==> config.mk <==
export PLATFORM = sky130hd
export DESIGN_NAME = qdac_ifc
export DESIGN_NICKNAME = d
export VERILOG_FILES = /design/src/rtl/qdac_pkg.sv /design/src/rtl/qdac_sport.sv /design/src/rtl/qdac_chan.sv /design/src/rtl/qdac_rdbk.sv /design/src/rtl/qdac_ifc.sv
export SDC_FILE = /design/constraint.sdc
export NUM_CORES = 1
export LEC_CHECK = 0
export CAP_MARGIN = 5
export CORE_MARGIN = 10
export CORE_UTILIZATION = 35
export DETAILED_ROUTE_END_ITERATION = 6
export HOLD_SLACK_MARGIN = 0.12
export MAX_ROUTING_LAYER = met4
export RECOVER_POWER = 100
export SLEW_MARGIN = 20
export SYNTH_ARGS = -nofsm -noshare
export SYNTH_HDL_FRONTEND = slang
export SYNTH_SLANG_ARGS = --single-unit
==> constraint.sdc <==
create_clock -name clk -period 5.1 [get_ports clk]
set_clock_uncertainty 0.2 [all_clocks]
set_input_delay 1.02 -clock clk [delete_from_list [all_inputs] [get_ports clk]]
set_output_delay 1.02 -clock clk [all_outputs]
set_load 0.005 [all_outputs]
==> src/rtl/qdac_pkg.sv <==
package qdac_pkg;
  localparam int NCH      = 4;
  localparam int CODE_W   = 16;
  localparam int SPAN_W   = 4;
  localparam int CMD_W    = 4;
  localparam int ADDR_W   = 4;
  localparam int HDR_W    = CMD_W + ADDR_W;
  localparam int FRAME_W  = HDR_W + CODE_W;
  localparam int SHORT_LEN = FRAME_W;
  localparam int LONG_LEN  = FRAME_W + 8;
  localparam int HDR_POS   = LONG_LEN - FRAME_W + HDR_W;

  typedef enum logic [CMD_W-1:0] {
    OP_SPAN   = 4'b0010,
    OP_CODE   = 4'b0011,
    OP_UPD    = 4'b0100,
    OP_RDSPAN = 4'b1010
  } op_e;

  localparam logic [ADDR_W-1:0] ADDR_ALL = 4'hF;

  function automatic logic [NCH-1:0] addr_sel(input logic [ADDR_W-1:0] a);
    logic [NCH-1:0] s;
    s = '0;
    if (a == ADDR_ALL) s = '1;
    else
      for (int i = 0; i < NCH; i++)
        if (a == ADDR_W'(2 * i)) s[i] = 1'b1;
    return s;
  endfunction
endpackage

==> src/rtl/qdac_sport.sv <==
module qdac_sport
  import qdac_pkg::*;
(
  input  logic               clk,
  input  logic               rst_n,
  input  logic               csn,
  input  logic               sck,
  input  logic               sdi,
  output logic               sck_rise,
  output logic               hdr_stb,
  output logic [HDR_W-1:0]   hdr,
  output logic               frm_stb,
  output logic [FRAME_W-1:0] frm
);
  localparam int CNT_W = $clog2(LONG_LEN + 2);
  localparam logic [CNT_W-1:0] CNT_SAT = CNT_W'(LONG_LEN + 1);

  logic               csn_q, sck_q;
  logic [CNT_W-1:0]   cnt;
  logic [FRAME_W-1:0] shreg;

  assign sck_rise = sck & ~sck_q & ~csn;

  always_ff @(posedge clk) begin
    if (!rst_n) begin
      csn_q   <= 1'b1;
      sck_q   <= 1'b0;
      cnt     <= '0;
      shreg   <= '0;
      hdr_stb <= 1'b0;
      hdr     <= '0;
      frm_stb <= 1'b0;
      frm     <= '0;
    end else begin
      csn_q   <= csn;
      sck_q   <= sck;
      hdr_stb <= 1'b0;
      frm_stb <= 1'b0;
      if (csn_q && !csn) begin
        cnt <= '0;
      end else if (sck_rise) begin
        shreg <= {shreg[FRAME_W-2:0], sdi};
        if (cnt != CNT_SAT) cnt <= cnt + 1'b1;
        if (cnt == CNT_W'(HDR_POS - 1)) begin
          hdr_stb <= 1'b1;
          hdr     <= {shreg[HDR_W-2:0], sdi};
        end
      end
      if (!csn_q && csn) begin
        frm_stb <= (cnt == CNT_W'(SHORT_LEN)) || (cnt == CNT_W'(LONG_LEN));
        frm     <= shreg;
      end
    end
  end
endmodule

==> src/rtl/qdac_chan.sv <==
module qdac_chan
  import qdac_pkg::*;
(
  input  logic              clk,
  input  logic              rst_n,
  input  logic              wr_code,
  input  logic              wr_span,
  input  logic              load,
  input  logic [CODE_W-1:0] data,
  output logic [CODE_W-1:0] b1_code,
  output logic [SPAN_W-1:0] b1_span,
  output logic [CODE_W-1:0] b2_code,
  output logic [SPAN_W-1:0] b2_span,
  output logic              upd
);
  always_ff @(posedge clk) begin
    if (!rst_n) begin
      b1_code <= '0;
      b1_span <= '0;
      b2_code <= '0;
      b2_span <= '0;
      upd     <= 1'b0;
    end else begin
      upd <= load;
      if (wr_code) b1_code <= data;
      if (wr_span) b1_span <= data[SPAN_W-1:0];
      if (load) begin
        b2_code <= b1_code;
        b2_span <= b1_span;
      end
    end
  end
endmodule

==> src/rtl/qdac_rdbk.sv <==
module qdac_rdbk
  import qdac_pkg::*;
(
  input  logic                  clk,
  input  logic                  rst_n,
  input  logic                  csn,
  input  logic                  sck_rise,
  input  logic                  hdr_stb,
  input  logic [HDR_W-1:0]      hdr,
  input  logic [NCH*CODE_W-1:0] b1c,
  input  logic [NCH*SPAN_W-1:0] b1s,
  output logic                  sdo
);
  logic [CODE_W-1:0] val, rb;
  logic [NCH-1:0]    sel;
  logic [CMD_W-1:0]  op;

  assign op  = hdr[HDR_W-1 -: CMD_W];
  assign sel = addr_sel(hdr[ADDR_W-1:0]);

  always_comb begin
    val = '0;
    for (int i = 0; i < NCH; i++)
      if (sel == (NCH'(1) << i)) begin
        if (op == OP_SPAN)        val = b1c[i*CODE_W +: CODE_W];
        else if (op == OP_RDSPAN) val = CODE_W'(b1s[i*SPAN_W +: SPAN_W]);
      end
  end

  always_ff @(posedge clk) begin
    if (!rst_n)        rb <= '0;
    else if (csn)      rb <= '0;
    else if (hdr_stb)  rb <= val;
    else if (sck_rise) rb <= {rb[CODE_W-2:0], 1'b0};
  end

  assign sdo = rb[CODE_W-1];
endmodule

==> src/rtl/qdac_ifc.sv <==
module qdac_ifc
  import qdac_pkg::*;
(
  input  logic                  clk,
  input  logic                  rst_n,
  input  logic                  csn,
  input  logic                  sck,
  input  logic                  sdi,
  input  logic                  ldac_n,
  output logic                  sdo,
  output logic [NCH*CODE_W-1:0] b2_code,
  output logic [NCH*SPAN_W-1:0] b2_span,
  output logic [NCH-1:0]        b2_upd
);
  logic               sck_rise, hdr_stb, frm_stb;
  logic [HDR_W-1:0]   hdr;
  logic [FRAME_W-1:0] frm;
  logic [CMD_W-1:0]   op;
  logic [ADDR_W-1:0]  addr;
  logic [CODE_W-1:0]  data;
  logic [NCH-1:0]     sel;
  logic               l1, l2, l3, ldac_fall;
  logic [NCH*CODE_W-1:0] b1c;
  logic [NCH*SPAN_W-1:0] b1s;

  qdac_sport u_sport (
    .clk(clk), .rst_n(rst_n), .csn(csn), .sck(sck), .sdi(sdi),
    .sck_rise(sck_rise), .hdr_stb(hdr_stb), .hdr(hdr),
    .frm_stb(frm_stb), .frm(frm)
  );

  always_ff @(posedge clk) begin
    if (!rst_n) begin
      l1 <= 1'b1; l2 <= 1'b1; l3 <= 1'b1;
    end else begin
      l1 <= ldac_n; l2 <= l1; l3 <= l2;
    end
  end
  assign ldac_fall = l3 & ~l2;

  assign op   = frm[FRAME_W-1 -: CMD_W];
  assign addr = frm[CODE_W +: ADDR_W];
  assign data = frm[CODE_W-1:0];
  assign sel  = addr_sel(addr);

  for (genvar g = 0; g < NCH; g++) begin : g_ch
    qdac_chan u_ch (
      .clk(clk), .rst_n(rst_n),
      .wr_code(frm_stb && (op == OP_CODE) && sel[g]),
      .wr_span(frm_stb && (op == OP_SPAN) && sel[g]),
      .load((frm_stb && (op == OP_UPD) && sel[g]) || ldac_fall),
      .data(data),
      .b1_code(b1c[g*CODE_W +: CODE_W]),
      .b1_span(b1s[g*SPAN_W +: SPAN_W]),
      .b2_code(b2_code[g*CODE_W +: CODE_W]),
      .b2_span(b2_span[g*SPAN_W +: SPAN_W]),
      .upd(b2_upd[g])
    );
  end

  qdac_rdbk u_rdbk (
    .clk(clk), .rst_n(rst_n), .csn(csn), .sck_rise(sck_rise),
    .hdr_stb(hdr_stb), .hdr(hdr), .b1c(b1c), .b1s(b1s), .sdo(sdo)
  );
endmodule

==> results of run 1 <==
## cell families after synthesis
kind of cell / after synthesis
xor gates and xnor gates: 3
DFF: 249
muxes: 187
and+or+nand+nor: 406
buffers and inverters: 95
adders and majority gates: 3
AOI/OAI and AO/OA: 147
## cell type report
type / instances / area (sq um) / share of cell area [%]
flip-flops and latches: 249 / 4986 / 41.76
multi-input cells: 746 / 4594 / 38.48
repair buffers: 102 / 960.9 / 8.048
clock buffers: 35 / 765.7 / 6.413
well taps: 378 / 473.0 / 3.961
clock inverters: 10 / 135.1 / 1.132
inverters: 6 / 25.02 / 0.2096
## path summary, 6_finish.rpt
kind | to | slack (ps) | cells past startpoint
setup / recovery | u_sport.hdr[6]$_SDFFE_PN0P_ | 1460 | 4
hold / removal | l2$_SDFF_PN1_ | 210 | 1
setup reg to reg | g_ch[3].u_ch.b2_span[1]$_SDFFE_PN0P_ | 1980 | 5
hold reg to reg | l2$_SDFF_PN1_ | 210 | 1
## power breakdown
group | total (mW) | internal (mW) | leakage [nW] | switching (mW)
combinational | 0.0975 | 0.0249 | 2.30 | 0.0726
sequential | 1.95 | 1.95 | 2.01 | 0.00351
clock | 1.98 | 1.20 | 0.445 | 0.775
total | 4.03 | 3.18 | 4.75 | 0.851
## stage by stage
stage	area (sq um)	cells	utilization, %	worst slack [ps]	hold slack (ps)
2_1_floorplan	10000	1090	-	2263	186.3
3_3_place_gp	11110	1481	39.67	1217	192.8
3_5_place_dp	11110	1481	39.67	1155	199.2
4_1_cts	12010	1526	42.89	1706	206.5
5_1_grt	11940	1526	42.63	1205	228.2
6_report	11940	1526	42.63	1459	207.0
## cell usage in the layout (no fill, tap or decap), types with 6 or more instances in the layout
cell	n
dfxtp_1	248
mux2i_1	182
nand2_1	181
nor2_1	146
dlygate4sd3_1	86
a21oi_1	73
clkbuf_16	27
nand3_1	24
o21ai_0	24
nor3_1	17
o22ai_1	12
a2bb2oi_1	12
nand2b_1	8
clkbuf_1	8
or3_1	6
clkbuf_8	6
## layer usage
layer	global-route usage, %	share of wire (%)	vias to the layer above
li1	-	-	3811
met1	19.92	48	3544
met2	23.05	45	164
met3	2.076	4.6	41
met4	4.121	2.4	0
met5	-	0	-
## flip-flops by register name, indices dropped and copies added, names as in the netlist
| register | cells |
|---|---|
| u_sport.sck_q | 1 |
| u_sport.frm_stb | 1 |
| l2 | 1 |
| g_ch.u_ch.b1_span | 16 |
| g_ch.u_ch.upd | 4 |
| u_sport.hdr | 8 |
| g_ch.u_ch.b1_code | 64 |
| l3 | 1 |
| g_ch.u_ch.b2_span | 16 |
| u_sport.hdr_stb | 1 |
| l1 | 1 |
| u_sport.frm | 24 |
| u_sport.cnt | 6 |
| g_ch.u_ch.b2_code | 64 |
| u_rdbk.rb | 16 |
| u_sport.csn_q | 1 |
| u_sport.shreg | 24 |
## worst max-delay path: cells and delay by family
| kind | cells | cell delay [ps] |
|---|---|---|
| buffers and inverters | 3 | 2560 |
| and+or+nand+nor | 1 | 110 |
==> impl_results.md, run 1 <==
- Resized cells post-CTS: 0
- Post-synthesis mux area share: 19.22%
- Area contributors post-synth: dfxtp_1 50%, mux2i_1 18%, nand2_1 6.8%
- Pin count of the biggest net entering global routing: 98
- Synthesized flop and latch total: approximately 250
- DRT iter0 DRCs: roughly 570
- Total I/O pin count: 91
- Period utilization: just over 70%
- Status: finished, violations left
- Critical Path End Type: flop
- Post-synth EDFFs: 0
- GP Congestion: ~0.8
- Area delta synth->final: 19.35%
- # clock sinks: about 250
- DRC: 0
- Max-slew headroom: -33.26%
- DR vias: approximately 7.6k
- Vias in the first global route: 7,126
- ANT nets after route: 0
- Asr flop ratio synth: 0%
- Mapped Area: approximately 10,000 sq um
- Via density: a little under 5
- GRT Util Overall: between 10% and 20%
- Crit-path slowest cell: clkbuf_2
- Arr. time, crit path: between 3000 and 4000 ps
- Maxcap violations: 4
- Port bufs: 90
- Startpoint types: input pin
- Failing checks: max-capacitance violations, max-slew violations
- Setup-failing EPs final: 0
- Power per standard cell area: ~340 nW/um^2
- Setup crit start: rst_n
- Largest fanout on the critical path: 97
- Fill cells: 2,780
- Postcts setup bufs: 0
- Largest family of logic cells by synthesized area: multiplexers
- Gate Count Post-Synth: approximately 1.1k
- Mapped Avg Cell Area: approximately 9.2 sq um
- Post-synthesis compound-gate area fraction: under 10%
- Drt first pass iters: 5
- Reg2Reg Launch Point: l2$_SDFF_PN1_
- Synth Area in Simple Gates: about 17%
- Synth top area share: between 40% and 50%
- Top FF cell, synth: dfxtp_1
- CTS tree: built
- Sequential share of the synthesized area: 49.82%
- Hpwl dp: approximately 18,000 microns
- Die area: around 36,000 sq um
- Starting Density: 35.72%
- Clock slew seen by the registers of the worst setup and hold paths: ~60 ps
- Row Count: a little over 60
- HP Start: l1$_SDFF_PN1_
- First-pass GRT wire length: about 42,000 microns
- H-tree lvl count: 1
- Die Width: around 190 microns
- Post-Synth Adder-Cell Area: less than 1%
- Crit path kind: in2reg
- Hold Vio Cnt, Final: 0
- Most common cell in the netlist: dfxtp_1
- Fin. max-slew vios: between 200 and 250
- Core area: around 28,000 sq um
- Layout cells sized above 1: under 10%
- Total Wirelength: around 27,000 microns
- WP data required: about 5200 ps
- Final min period: between 3000 and 4000 ps
- Top cells by count, synth: 249 x dfxtp_1, 182 x mux2i_1, 181 x nand2_1
- Layout Nets: between 1k and 1.5k
- Total power: approximately 4 mW
- Clk Latency, worst-skew pair: roughly 540 ps
- Clock root buffer: clkbuf_16
- TNS Setup: 0 ps
- Maximum clock rate: about 270 MHz
- Leak pwr: 4.753 nW
- Syn Nets: between 1k and 1.5k
- RSZ-0062 raised after global routing: no
- XOR/XNOR share of the synthesized area: 0.2626%
- Die height: between 150 and 200 microns
- Synth warnings: 0
- Grt total ovfl: 0
- Worst Max-Slew Pin Slew: between 1500 and 2000 ps
- IR drop worst, VDD: between 0.2 and 0.25 mV
- Longest Clk Path Bufs: 3
- Slowest stage delay, CP: between 1500 and 2000 ps
- Library cells used by synthesis: 57
- Wirelength per Cell: 17.50 microns
- Hold Crit Class: reg2reg
- Dominant cell type by area after synthesis: dfxtp_1
- Cts-stage hold buffer count: 0
- Initial antenna violation count: 0
- Crit path cell chain: clkbuf_1 -> inv_4 -> clkbuf_2 -> nor2_1
- Diode count: 0
- Num CTS Buffers: 27
Power figures use the tool's default switching activity.
==> run 2: changes to the inputs <==
- clock period: 5.1 -> 3.37 ns (I/O delays scaled with it)
==> impl_results.md, run 2 (same netlist as run 1, synthesis figures left out) <==
- Clock root buffer: clkbuf_16
- DRC: 0
- Failing checks: max-capacitance violations
- Total Wirelength: about 27,000 microns
- Grt total ovfl: 0
- Arr. time, crit path: just under 3000 ps
- Core Util, Final: between 40% and 50%
- GR Util met3: about 2.4%
- CTS tree: built
- Status: finished, violations left
- H-tree lvl count: 1
- Port bufs: 90
- Post-Layout Cell Count: 1,541
- Die height: about 190 microns
- Hold Crit Class: reg2reg
- Resized cells post-CTS: 0
- WP data required: between 3000 and 4000 ps
- Most common cell after layout, fill and taps aside: dfxtp_1
- Layout Nets: about 1.2k
- DRT iter0 DRCs: approximately 530
- Period utilization: approximately 83%
- Fin. max-slew vios: 0
- Cts-stage hold buffer count: 0
- First-pass GRT wire length: around 42,000 microns
- TNS Setup: 0 ps
- GRT Max-Usage Layer: met2
- GP Congestion: between 0.8 and 0.9
- Maxcap violations: 2
- Num CTS Buffers: 27
- Diode count: 0
- Worst Max-Slew Pin Slew: 1496 ps
- Die area: 35,750 sq um
- IR drop worst, VDD: around 0.37 mV
- Leak pwr: slightly below 5 nW
- Via density: 5.023
- GRT Util Overall: ~15%
- Longest Clk Path Bufs: 3
- Die Width: about 190 microns
- Core area: ~28,000 sq um
- Met1 GRT Util: between 15 and 20%
- ANT nets after route: 0
- Starting Density: 35.72%
- Layout cells sized above 1: ~6.8%
- Critical Path End Type: flop
- Startpoint types: input pin
- Most frequent cells in the layout: 248 x dfxtp_1, 182 x mux2i_1, 181 x nand2_1
- Maximum clock rate: roughly 360 MHz
- Crit path kind: in2reg
- Largest regs: g_ch.u_ch.b1_code (64), g_ch.u_ch.b2_code (64)
- Total I/O pin count: about 90
- Placed cell count: approximately 1.5k
- Largest fanout on the critical path: 67
- Initial antenna violation count: 1
- Setup-failing EPs final: 0
- Power per standard cell area: about 500 nW/um^2
- R2R cell count: 5
- Clock slew seen by the registers of the worst setup and hold paths: 60 ps
- Postcts setup bufs: 0
- Area delta synth->final: 20.12%
- Hold Vio Cnt, Final: 0
- Met2 Resource Use GR: 22.74%
- Hold Path Depth: 1
- DR vias: about 7.7k
- Row Count: 61
- # clock sinks: between 200 and 250
- RSZ-0062 raised after global routing: no
- Max-slew headroom: less than 1%
- Clk Latency, worst-skew pair: ~540 ps
- Drt first pass iters: 5
- Pin count of the biggest net entering global routing: around 80
- Vias in the first global route: 7,311
- Hpwl dp: ~19,000 microns
- Wirelength per Cell: around 17 microns
- Final min period: 2785 ps
==> run 2: worst paths after layout <==
| check | from | end | slack, ps |
|---|---|---|---|
| worst max-delay path | rst_n | u_sport.shreg[15]$_SDFFE_PN0P_ | 580 |
| worst min-delay path | l1$_SDFF_PN1_ | l2$_SDFF_PN1_ | 230 |
| worst max register to register | u_sport.frm[18]$_SDFFE_PN0P_ | g_ch[1].u_ch.b2_code[15]$_SDFFE_PN0P_ | 630 |
| worst min register to register | l1$_SDFF_PN1_ | l2$_SDFF_PN1_ | 230 |
==> run 2: layout make-up <==
cell class	instances	area [sq um]
fill	2776	15990
sequential	249	4986
multi-input combinational	746	4604
timing repair buffer	113	1069
clock buffer	38	777.0
tap	378	473.0
clock inverter	11	86.33
inverter	6	22.52
==> run 2: critical path, stage by stage <==
cell	delay, ps
clkbuf_1	310
inv_2	1010
clkbuf_1	800
a21oi_1	100
==> run 2: metrics by stage <==
| step | total power, mW | worst slack, ps | cell area, sq um | hold slack, ps |
|---|---|---|---|---|
| 2_1_floorplan | 3.136 | 878.5 | 10000 | 186.3 |
| 3_3_place_gp | 3.179 | 352.7 | 11200 | 195.3 |
| 3_5_place_dp | 3.179 | 323.0 | 11200 | 207.1 |
| 4_1_cts | 6.025 | 873.0 | 12070 | 235.3 |
| 5_1_grt | 6.157 | 401.8 | 12020 | 258.4 |
| 6_report | 5.967 | 584.8 | 12020 | 228.6 |
==> run 2: where the power goes <==
part	switching [mW]	total (mW)	leakage [nW]	internal [mW]
registers	0.00520	2.96	2.01	2.95
logic	0.109	0.153	2.36	0.0441
clock network	1.18	2.86	0.432	1.68
total	1.29	5.97	4.80	4.67
==> run 2: layer usage <==
metal	routed length (microns)	part of all wire (%)
met1	12610	47
met2	11960	45
met3	1450	5.4
met4	736	2.8
met5	0	0
